===== config.mk =====
export PLATFORM = sky130hd
export DESIGN_NAME = evt_timer16
export DESIGN_NICKNAME = d
export VERILOG_FILES = /design/src/rtl/evt_timer_pkg.sv /design/src/rtl/evt_edge_gate.sv /design/src/rtl/evt_byte_counter.sv /design/src/rtl/evt_ctl_regs.sv /design/src/rtl/evt_timer16.sv
export SDC_FILE = /design/constraint.sdc
export NUM_CORES = 1
export LEC_CHECK = 0
export ABC_AREA = 1
export BUFFER_PORTS_ARGS = -buffer_cell sky130_fd_sc_hd__buf_2
export CORE_MARGIN = 2
export CORE_UTILIZATION = 60
export CTS_BUF_LIST = sky130_fd_sc_hd__clkbuf_4 sky130_fd_sc_hd__clkbuf_8
export CTS_CLUSTER_SIZE = 40
export DETAILED_ROUTE_END_ITERATION = 6
export PLACE_DENSITY_LB_ADDON = 0.15
export SYNTH_ARGS = -nofsm -noshare
export SYNTH_HDL_FRONTEND = slang
export SYNTH_SLANG_ARGS = --single-unit

===== constraint.sdc =====
create_clock -name clk -period 1.2 [get_ports clk]
set_input_delay 0.24 -clock clk [delete_from_list [all_inputs] [get_ports clk]]
set_output_delay 0.24 -clock clk [all_outputs]
set_load 0.03 [all_outputs]

===== src/rtl/evt_timer_pkg.sv =====
package evt_timer_pkg;
  // Default geometry of the counter and bus
  localparam int unsigned EVT_LANE_W = 8;
  localparam int unsigned EVT_LANES  = 2;
  localparam int unsigned EVT_ADDR_W = 2;
  // Control byte fields
  localparam int unsigned CTL_RUN_BIT = 0;
  localparam int unsigned CTL_OVF_BIT = 1;

  typedef struct packed {
    logic run;
    logic ovf;
  } evt_ctl_t;
endpackage


===== src/rtl/evt_edge_gate.sv =====
// Detects edges of the increment level and keeps the post-write guard.
module evt_edge_gate (
  input  logic clk,
  input  logic rst_n,
  input  logic lvl_i,
  input  logic byte_wr_i,
  output logic rise_o,
  output logic fall_o,
  output logic blocked_o
);
  logic lvl_q;
  logic blk_q, blk_d;

  always_comb begin
    rise_o = lvl_i & ~lvl_q;
    fall_o = ~lvl_i & lvl_q;
    blk_d  = blk_q;
    if (byte_wr_i && !lvl_i) begin
      blk_d = 1'b1;          // a write during the low phase skips the next rise
    end else if (fall_o) begin
      blk_d = 1'b0;          // a full low phase re-enables counting
    end
  end

  always_ff @(posedge clk or negedge rst_n) begin
    if (!rst_n) begin
      lvl_q <= 1'b0;
      blk_q <= 1'b0;
    end else begin
      lvl_q <= lvl_i;
      blk_q <= blk_d;
    end
  end

  assign blocked_o = blk_q;
endmodule


===== src/rtl/evt_byte_counter.sv =====
// Counter built from independent byte lanes; each lane loads on its own write.
module evt_byte_counter #(
  parameter int unsigned LANE_W = 8,
  parameter int unsigned LANES  = 2
) (
  input  logic                     clk,
  input  logic                     rst_n,
  input  logic                     step_i,
  input  logic [LANES-1:0]         lane_wr_i,
  input  logic [LANE_W-1:0]        wdata_i,
  output logic [LANE_W*LANES-1:0]  cnt_o,
  output logic                     wrap_o
);
  logic [LANES-1:0] full;

  for (genvar g = 0; g < LANES; g++) begin : g_lane
    logic [LANE_W-1:0] q, d;
    logic              carry_in;
    logic              ce;

    if (g == 0) begin : g_first
      assign carry_in = step_i;
    end else begin : g_upper
      assign carry_in = step_i & (&full[g-1:0]);
    end

    always_comb begin
      ce = lane_wr_i[g] | carry_in;
      d  = lane_wr_i[g] ? wdata_i : q + LANE_W'(1);
    end

    always_ff @(posedge clk or negedge rst_n) begin
      if (!rst_n) begin
        q <= '0;
      end else if (ce) begin
        q <= d;
      end
    end

    assign full[g] = &q;
    assign cnt_o[g*LANE_W +: LANE_W] = q;
  end

  assign wrap_o = step_i & (&full);
endmodule


===== src/rtl/evt_ctl_regs.sv =====
// Address decode, run enable and sticky overflow flag.
module evt_ctl_regs
  import evt_timer_pkg::*;
#(
  parameter int unsigned LANE_W = 8,
  parameter int unsigned LANES  = 2,
  parameter int unsigned ADDR_W = 2
) (
  input  logic              clk,
  input  logic              rst_n,
  input  logic              wr_i,
  input  logic [ADDR_W-1:0] addr_i,
  input  logic [LANE_W-1:0] wdata_i,
  input  logic              wrap_i,
  output logic [LANES-1:0]  lane_wr_o,
  output evt_ctl_t          ctl_o
);
  localparam logic [ADDR_W-1:0] CTL_ADDR = ADDR_W'(LANES);

  evt_ctl_t ctl_q, ctl_d;
  logic     ctl_wr;

  for (genvar g = 0; g < LANES; g++) begin : g_dec
    assign lane_wr_o[g] = wr_i && (addr_i == ADDR_W'(g));
  end

  always_comb begin
    ctl_wr = wr_i && (addr_i == CTL_ADDR);
    ctl_d  = ctl_q;
    if (ctl_wr) begin
      ctl_d.run = wdata_i[CTL_RUN_BIT];
    end
    if (wrap_i) begin
      ctl_d.ovf = 1'b1;                       // set has priority
    end else if (ctl_wr && wdata_i[CTL_OVF_BIT]) begin
      ctl_d.ovf = 1'b0;
    end
  end

  always_ff @(posedge clk or negedge rst_n) begin
    if (!rst_n) begin
      ctl_q <= '0;
    end else begin
      ctl_q <= ctl_d;
    end
  end

  assign ctl_o = ctl_q;
endmodule


===== src/rtl/evt_timer16.sv =====
module evt_timer16
  import evt_timer_pkg::*;
#(
  parameter int unsigned LANE_W = EVT_LANE_W,
  parameter int unsigned LANES  = EVT_LANES,
  parameter int unsigned ADDR_W = EVT_ADDR_W
) (
  input  logic              clk,
  input  logic              rst_n,
  input  logic              inc_lvl_i,
  input  logic              bus_wr_i,
  input  logic [ADDR_W-1:0] bus_addr_i,
  input  logic [LANE_W-1:0] bus_wdata_i,
  output logic [LANE_W-1:0] bus_rdata_o,
  output logic              irq_o
);
  localparam int unsigned CNT_W = LANE_W * LANES;

  // Reset: asserted asynchronously, released on a clock edge
  logic [1:0] rst_pipe_q;
  logic       rst_sync_n;

  always_ff @(posedge clk or negedge rst_n) begin
    if (!rst_n) begin
      rst_pipe_q <= '0;
    end else begin
      rst_pipe_q <= {rst_pipe_q[0], 1'b1};
    end
  end
  assign rst_sync_n = rst_pipe_q[1];

  logic [LANES-1:0] lane_wr_w;
  logic             byte_wr_w;
  logic             rise_w, fall_w, blocked_w;
  logic             step_w, wrap_w;
  logic [CNT_W-1:0] cnt_w;
  evt_ctl_t         ctl_w;
  logic             run_w, ovf_w;

  assign byte_wr_w = |lane_wr_w;
  assign run_w     = ctl_w.run;
  assign ovf_w     = ctl_w.ovf;
  // A byte write takes the cycle: no step while any lane loads
  assign step_w    = rise_w & run_w & ~blocked_w & ~byte_wr_w;

  evt_edge_gate u_gate (
    .clk       (clk),
    .rst_n     (rst_sync_n),
    .lvl_i     (inc_lvl_i),
    .byte_wr_i (byte_wr_w),
    .rise_o    (rise_w),
    .fall_o    (fall_w),
    .blocked_o (blocked_w)
  );

  evt_byte_counter #(.LANE_W(LANE_W), .LANES(LANES)) u_cnt (
    .clk       (clk),
    .rst_n     (rst_sync_n),
    .step_i    (step_w),
    .lane_wr_i (lane_wr_w),
    .wdata_i   (bus_wdata_i),
    .cnt_o     (cnt_w),
    .wrap_o    (wrap_w)
  );

  evt_ctl_regs #(.LANE_W(LANE_W), .LANES(LANES), .ADDR_W(ADDR_W)) u_ctl (
    .clk       (clk),
    .rst_n     (rst_sync_n),
    .wr_i      (bus_wr_i),
    .addr_i    (bus_addr_i),
    .wdata_i   (bus_wdata_i),
    .wrap_i    (wrap_w),
    .lane_wr_o (lane_wr_w),
    .ctl_o     (ctl_w)
  );

  // Read mux
  always_comb begin
    bus_rdata_o = '0;
    for (int i = 0; i < int'(LANES); i++) begin
      if (bus_addr_i == ADDR_W'(i)) begin
        bus_rdata_o = cnt_w[i*LANE_W +: LANE_W];
      end
    end
    if (bus_addr_i == ADDR_W'(LANES)) begin
      bus_rdata_o[CTL_RUN_BIT] = run_w;
      bus_rdata_o[CTL_OVF_BIT] = ovf_w;
    end
  end

  assign irq_o = ovf_w;
endmodule


==> flow_summary.toml, run 1 <==
[run_status]
status = "did not finish"
haltStage = "global routing"
first-error = "[ERROR DPL-0038] Utilization greater than 100%, impossible to legalize"

[yosys]
netlist_area_um2 = 1430
synthAdderAreaFrac_pct = 1.76
synth_top_family_by_area = "simple AND/OR/NAND/NOR gates"
syn-instance-count = 193
yosysSeqAreaShare_pct = 38.6
ys_warn_count = 0
synthMuxAreaShare_pct = 0
synth-simple-area-share_pct = 36.3
ys_ff_latch = 22
synth.distinct_cells = 27
syn_nets = 209
synth-compound-area-share_pct = 14.4
synth-xor-area-share_pct = 0
postSynthAreaPerCell_um2 = 7.38

[cts]
clockBufferDepth = 2
cts_sinks = 22
htreeDepth = 1
clockRootBuffer = "clkbuf_4"
cts_buffers = 3

[place]
place_congestion = 0.902
dp_hpwl_um = 2810
port_buffers = 22

[sta]
endpoint_type = "top-level output"
crit_endpoint = "bus_rdata_o[0]"

[floorplanning]
die_w_um = 52.7
start_util_pct = 63.8
die_h_um = 52.7
ios = 23
num_rows = 17

[global_route]
grt_max_degree = 21
## synth_stat cells, drive strengths merged
library cell | n | share of area [%]
o22ai | 7 | 3.1
conb | 1 | 0.26
buf | 1 | 0.79
nand2 | 55 | 18
clkinv | 1 | 0.26
or2 | 2 | 0.88
o221ai | 1 | 0.61
nand4 | 1 | 0.44
dfrtp | 22 | 39
o211ai | 5 | 2.6
o21ai | 17 | 7.0
nand3 | 31 | 12
nand3b | 1 | 0.53
inv | 29 | 7.6
ha | 2 | 1.8
nor2 | 14 | 4.6
a21oi | 3 | 1.1
## what timing repair did
| action | CTS |
|---|---|
| hold buffers | 1 |
| buffers inserted | 16 |
| endpoints found under the hold margin | 2 |
| pin swaps | 15 |
| endpoints found under the setup margin | 21 |
| gates resized for setup | 51 |
## cell families after synthesis
kind of cell	Yosys count
other cells	1
flops	22
simple gates	104
buf+inv	31
fa+ha+maj	2
compound gates	33
## through the flow
step	worst slack, ps	cells	util [%]	setup TNS (ps)	cell area, um^2
2_1_floorplan	-123	193	-	-832	1470
3_3_place_gp	-53.8	260	77.7	-358	1740
3_5_place_dp	-90.3	260	77.7	-783	1740
4_1_cts	-323	281	91.8	-2760	2050
==> run 2, diff against run 1 <==
--- a/config.mk
+++ b/config.mk
@@ -7,11 +7,9 @@
 export LEC_CHECK = 0
 export ABC_AREA = 1
 export BUFFER_PORTS_ARGS = -buffer_cell sky130_fd_sc_hd__buf_2
-export CORE_MARGIN = 2
-export CORE_UTILIZATION = 60
-export CTS_BUF_LIST = sky130_fd_sc_hd__clkbuf_4 sky130_fd_sc_hd__clkbuf_8
-export CTS_CLUSTER_SIZE = 40
+export CORE_AREA = 2 2 63 65
 export DETAILED_ROUTE_END_ITERATION = 6
+export DIE_AREA = 0 0 65 67
 export PLACE_DENSITY_LB_ADDON = 0.15
 export SYNTH_ARGS = -nofsm -noshare
 export SYNTH_HDL_FRONTEND = slang
==> flow_summary.toml, run 2 <==
[floorplanning]
start_util_pct = 39.5
die_h_um = 67
num_rows = 22
die_w_um = 65
die-area_um2 = 4360
ios = 23
core_um2 = 3610

[final_layout]
register_area_um2 = 552
post_route_cells_drive_above_1_share_pct = 50.8
fin_nets = 277
largest_reg_flops = 16
nFillCells = 331
diodes = 0
layout.cells.most_common_list = "nand2_1, buf_4, dfrtp_1, nand3_1, buf_2"
final_cells = 308
multi_input_area_um2 = 922
largest_register = "u_cnt.g_lane.q"
mostFrequentLayoutCell = "nand2_1"
area_delta_synth_final_pct = 56.2

[critical_path]
end_kind = "output port"
critPathKind = "reg2out"
slowest_stage = "dfrtp_1"
critPathLaunchType = "register"
critical_path.max_stage_delay_ps = 400
timing.reg2reg.setup_slack_ps = -130
crit_fanout = 3
crit_arrival_ps = 1110
path_cells = "buf_6 -> nand2_1 -> o211ai_1 -> buf_4"
crit_buf_inv = 2
path_delay_family = "flip-flops"
cp.required_ps = 960

[yosys]
synth_top_family_by_area = "simple AND/OR/NAND/NOR gates"
postSynthAreaPerCell_um2 = 7.38
synthAdderAreaFrac_pct = 1.76
synth-simple-area-share_pct = 36.3
syn-instance-count = 193
yosysTopAreaCellShare_pct = 38.6
synthArstFlopShare_pct = 100
synth_edf_count = 0
yosysSeqAreaShare_pct = 38.6
syn_nets = 209
synth.distinct_cells = 27
yosys.area.top_type = "dfrtp_1"
yosysMostFrequentCell = "nand2_1"
synth-xor-area-share_pct = 0
synth-compound-area-share_pct = 14.4
synthTopCellsByArea = "dfrtp_1, nand2_1, nand3_1, inv_1, o22ai_1"
ys_warn_count = 0
synthMuxAreaShare_pct = 0
ys_ff_latch = 22
synth_ff_type = "dfrtp_1"
netlist_area_um2 = 1430
synth_common_cells = "nand2_1, nand3_1, inv_1"

[power]
combPwrFrac_pct = 47.4
internal-power_mw = 2.10
p_per_area_nw_per_um2 = 1450
leakagePower_nw = 1.09
pwr-share-clk_pct = 21.6
power.total_mw = 3.23
power.share.sequential_pct = 31.0
ir_drop_mv = 0.678
sw_frac_of_total_pct = 34.9
power.switching_mw = 1.13

[place]
dp_slack_ps = -102
placed_cells = 283
port_buffers = 22
dp_hpwl_um = 2910
place_congestion = 0.864

[cts]
clockBufferDepth = 2
clockRootBuffer = "clkbuf_8"
cts_tree = "yes"
clk_latency_ps = 260
clk_pin_slew_worst_paths_ps = 80
cts_sinks = 22
htreeDepth = 1
cts_buffers = 3

[drt]
vias = 1512
routedWlPerCell_um = 12.8
vias_per_cell = 4.91
drtPass1Iterations = 4
drt-initial-drc-count = 98
drc_errors = 0
drt_wl_total_um = 3930
ant_nets = 0

[sta]
slew_viol_final = 0
clock_skew_ps = 2.32
hold_violations = 0
max_freq_mhz = 741
setup_ws_ps = -150
setup_viol = 18
rsz0062_at_grt = "true"
fin_crit_sh_pct = 112
fin_crit_ps = 1350

[run_status]
violations = "negative setup slack"
status = "finished with violations"

[global_route]
first_global_vias = 1465
overflow = 0
grt_max_degree = 21
antenna_found_initial = 0
grt_pass1_wl_um = 6580
grtUsageTotal_pct = 20.0

[job]
cap_violations = 0

[min_path]
min_path_type = "in2reg"
[run 2: final timing paths]
path,cells after the start,end,startpoint
setup / recovery,4,bus_rdata_o[1],u_cnt.g_lane[0].q[1]
hold / removal,1,u_gate.lvl_q,inc_lvl_i
setup reg to reg,9,u_cnt.g_lane[1].q[1],u_cnt.g_lane[0].q[0]
hold reg to reg,1,u_cnt.g_lane[0].q[0],rst_pipe_q[1]
max in group asynchronous,1,u_cnt.g_lane[0].q[2],rst_pipe_q[1]
min in group asynchronous,1,u_cnt.g_lane[0].q[0],rst_pipe_q[1]
[run 2: final cells by class]
cell class	count	share of cell area, %
tap	48	2.70
multi-input combinational	140	41.4
inverter	30	5.51
clock buffer	3	1.85
sequential	22	24.8
clock inverter	1	1.35
timing repair buffer	64	22.4
[run 2: repair_timing]
item,CTS,global route
endpoints found under the setup margin,22,25
resized for setup,46,19
endpoints found under the hold margin,2,0
hold buffers,1,0
pin swaps,10,10
buffers inserted,14,6
[run 2: logic make-up after synthesis]
logic type | after synthesis
AO/OA/AOI/OAI | 33
adder cells (fa/ha/maj) | 2
buffers and inverters | 31
flip-flops | 22
other | 1
AND/OR/NAND/NOR | 104
[run 2: metrics by stage]
| step | setup TNS, ps | utilization (%) | instance area (um^2) | hold slack (ps) |
|---|---|---|---|---|
| 2_1_floorplan | -832 | - | 1470 | -55.6 |
| 3_3_place_gp | -624 | 49.8 | 1800 | 26.8 |
| 3_5_place_dp | -1070 | 49.8 | 1800 | 25.9 |
| 6_report | -1490 | 61.7 | 2230 | 114 |
| 5_1_grt | -3150 | 61.7 | 2230 | 104 |
| 4_1_cts | -1560 | 58.7 | 2120 | 114 |
[run 2: per-layer routing]
metal | GRT usage (%) | part of all wire, % | vias to the layer above
li1 | - | - | 767
met1 | 24.4 | 44 | 708
met2 | 35.7 | 51 | 31
met3 | 2.70 | 3.2 | 6
met4 | 7.18 | 1.5 | 0
met5 | 0 | 0 | -
[run 2: worst reg2reg max path: stages, from the launching register on]
cell,delay [ps]
dfrtp_1,400
ha_2,200
nand2_2,90
nor2_4,40
nand2_2,90
inv_2,50
nand2_4,130
nand2_8,100
nand2_2,80
o21ai_2,50
[run 2: power by group through the flow]
stage / Combinational [mW] / Sequential, mW / Clock (mW)
floorplan: 0.616 / 1.02 / 0
global placement: 0.996 / 1.01 / 0
detailed placement: 1.00 / 1.02 / 0
CTS: 1.39 / 0.989 / 0.708
global route: 1.67 / 1.02 / 0.748
finish: 1.53 / 0.998 / 0.698
Note: power is estimated with default switching activity, not from simulation.
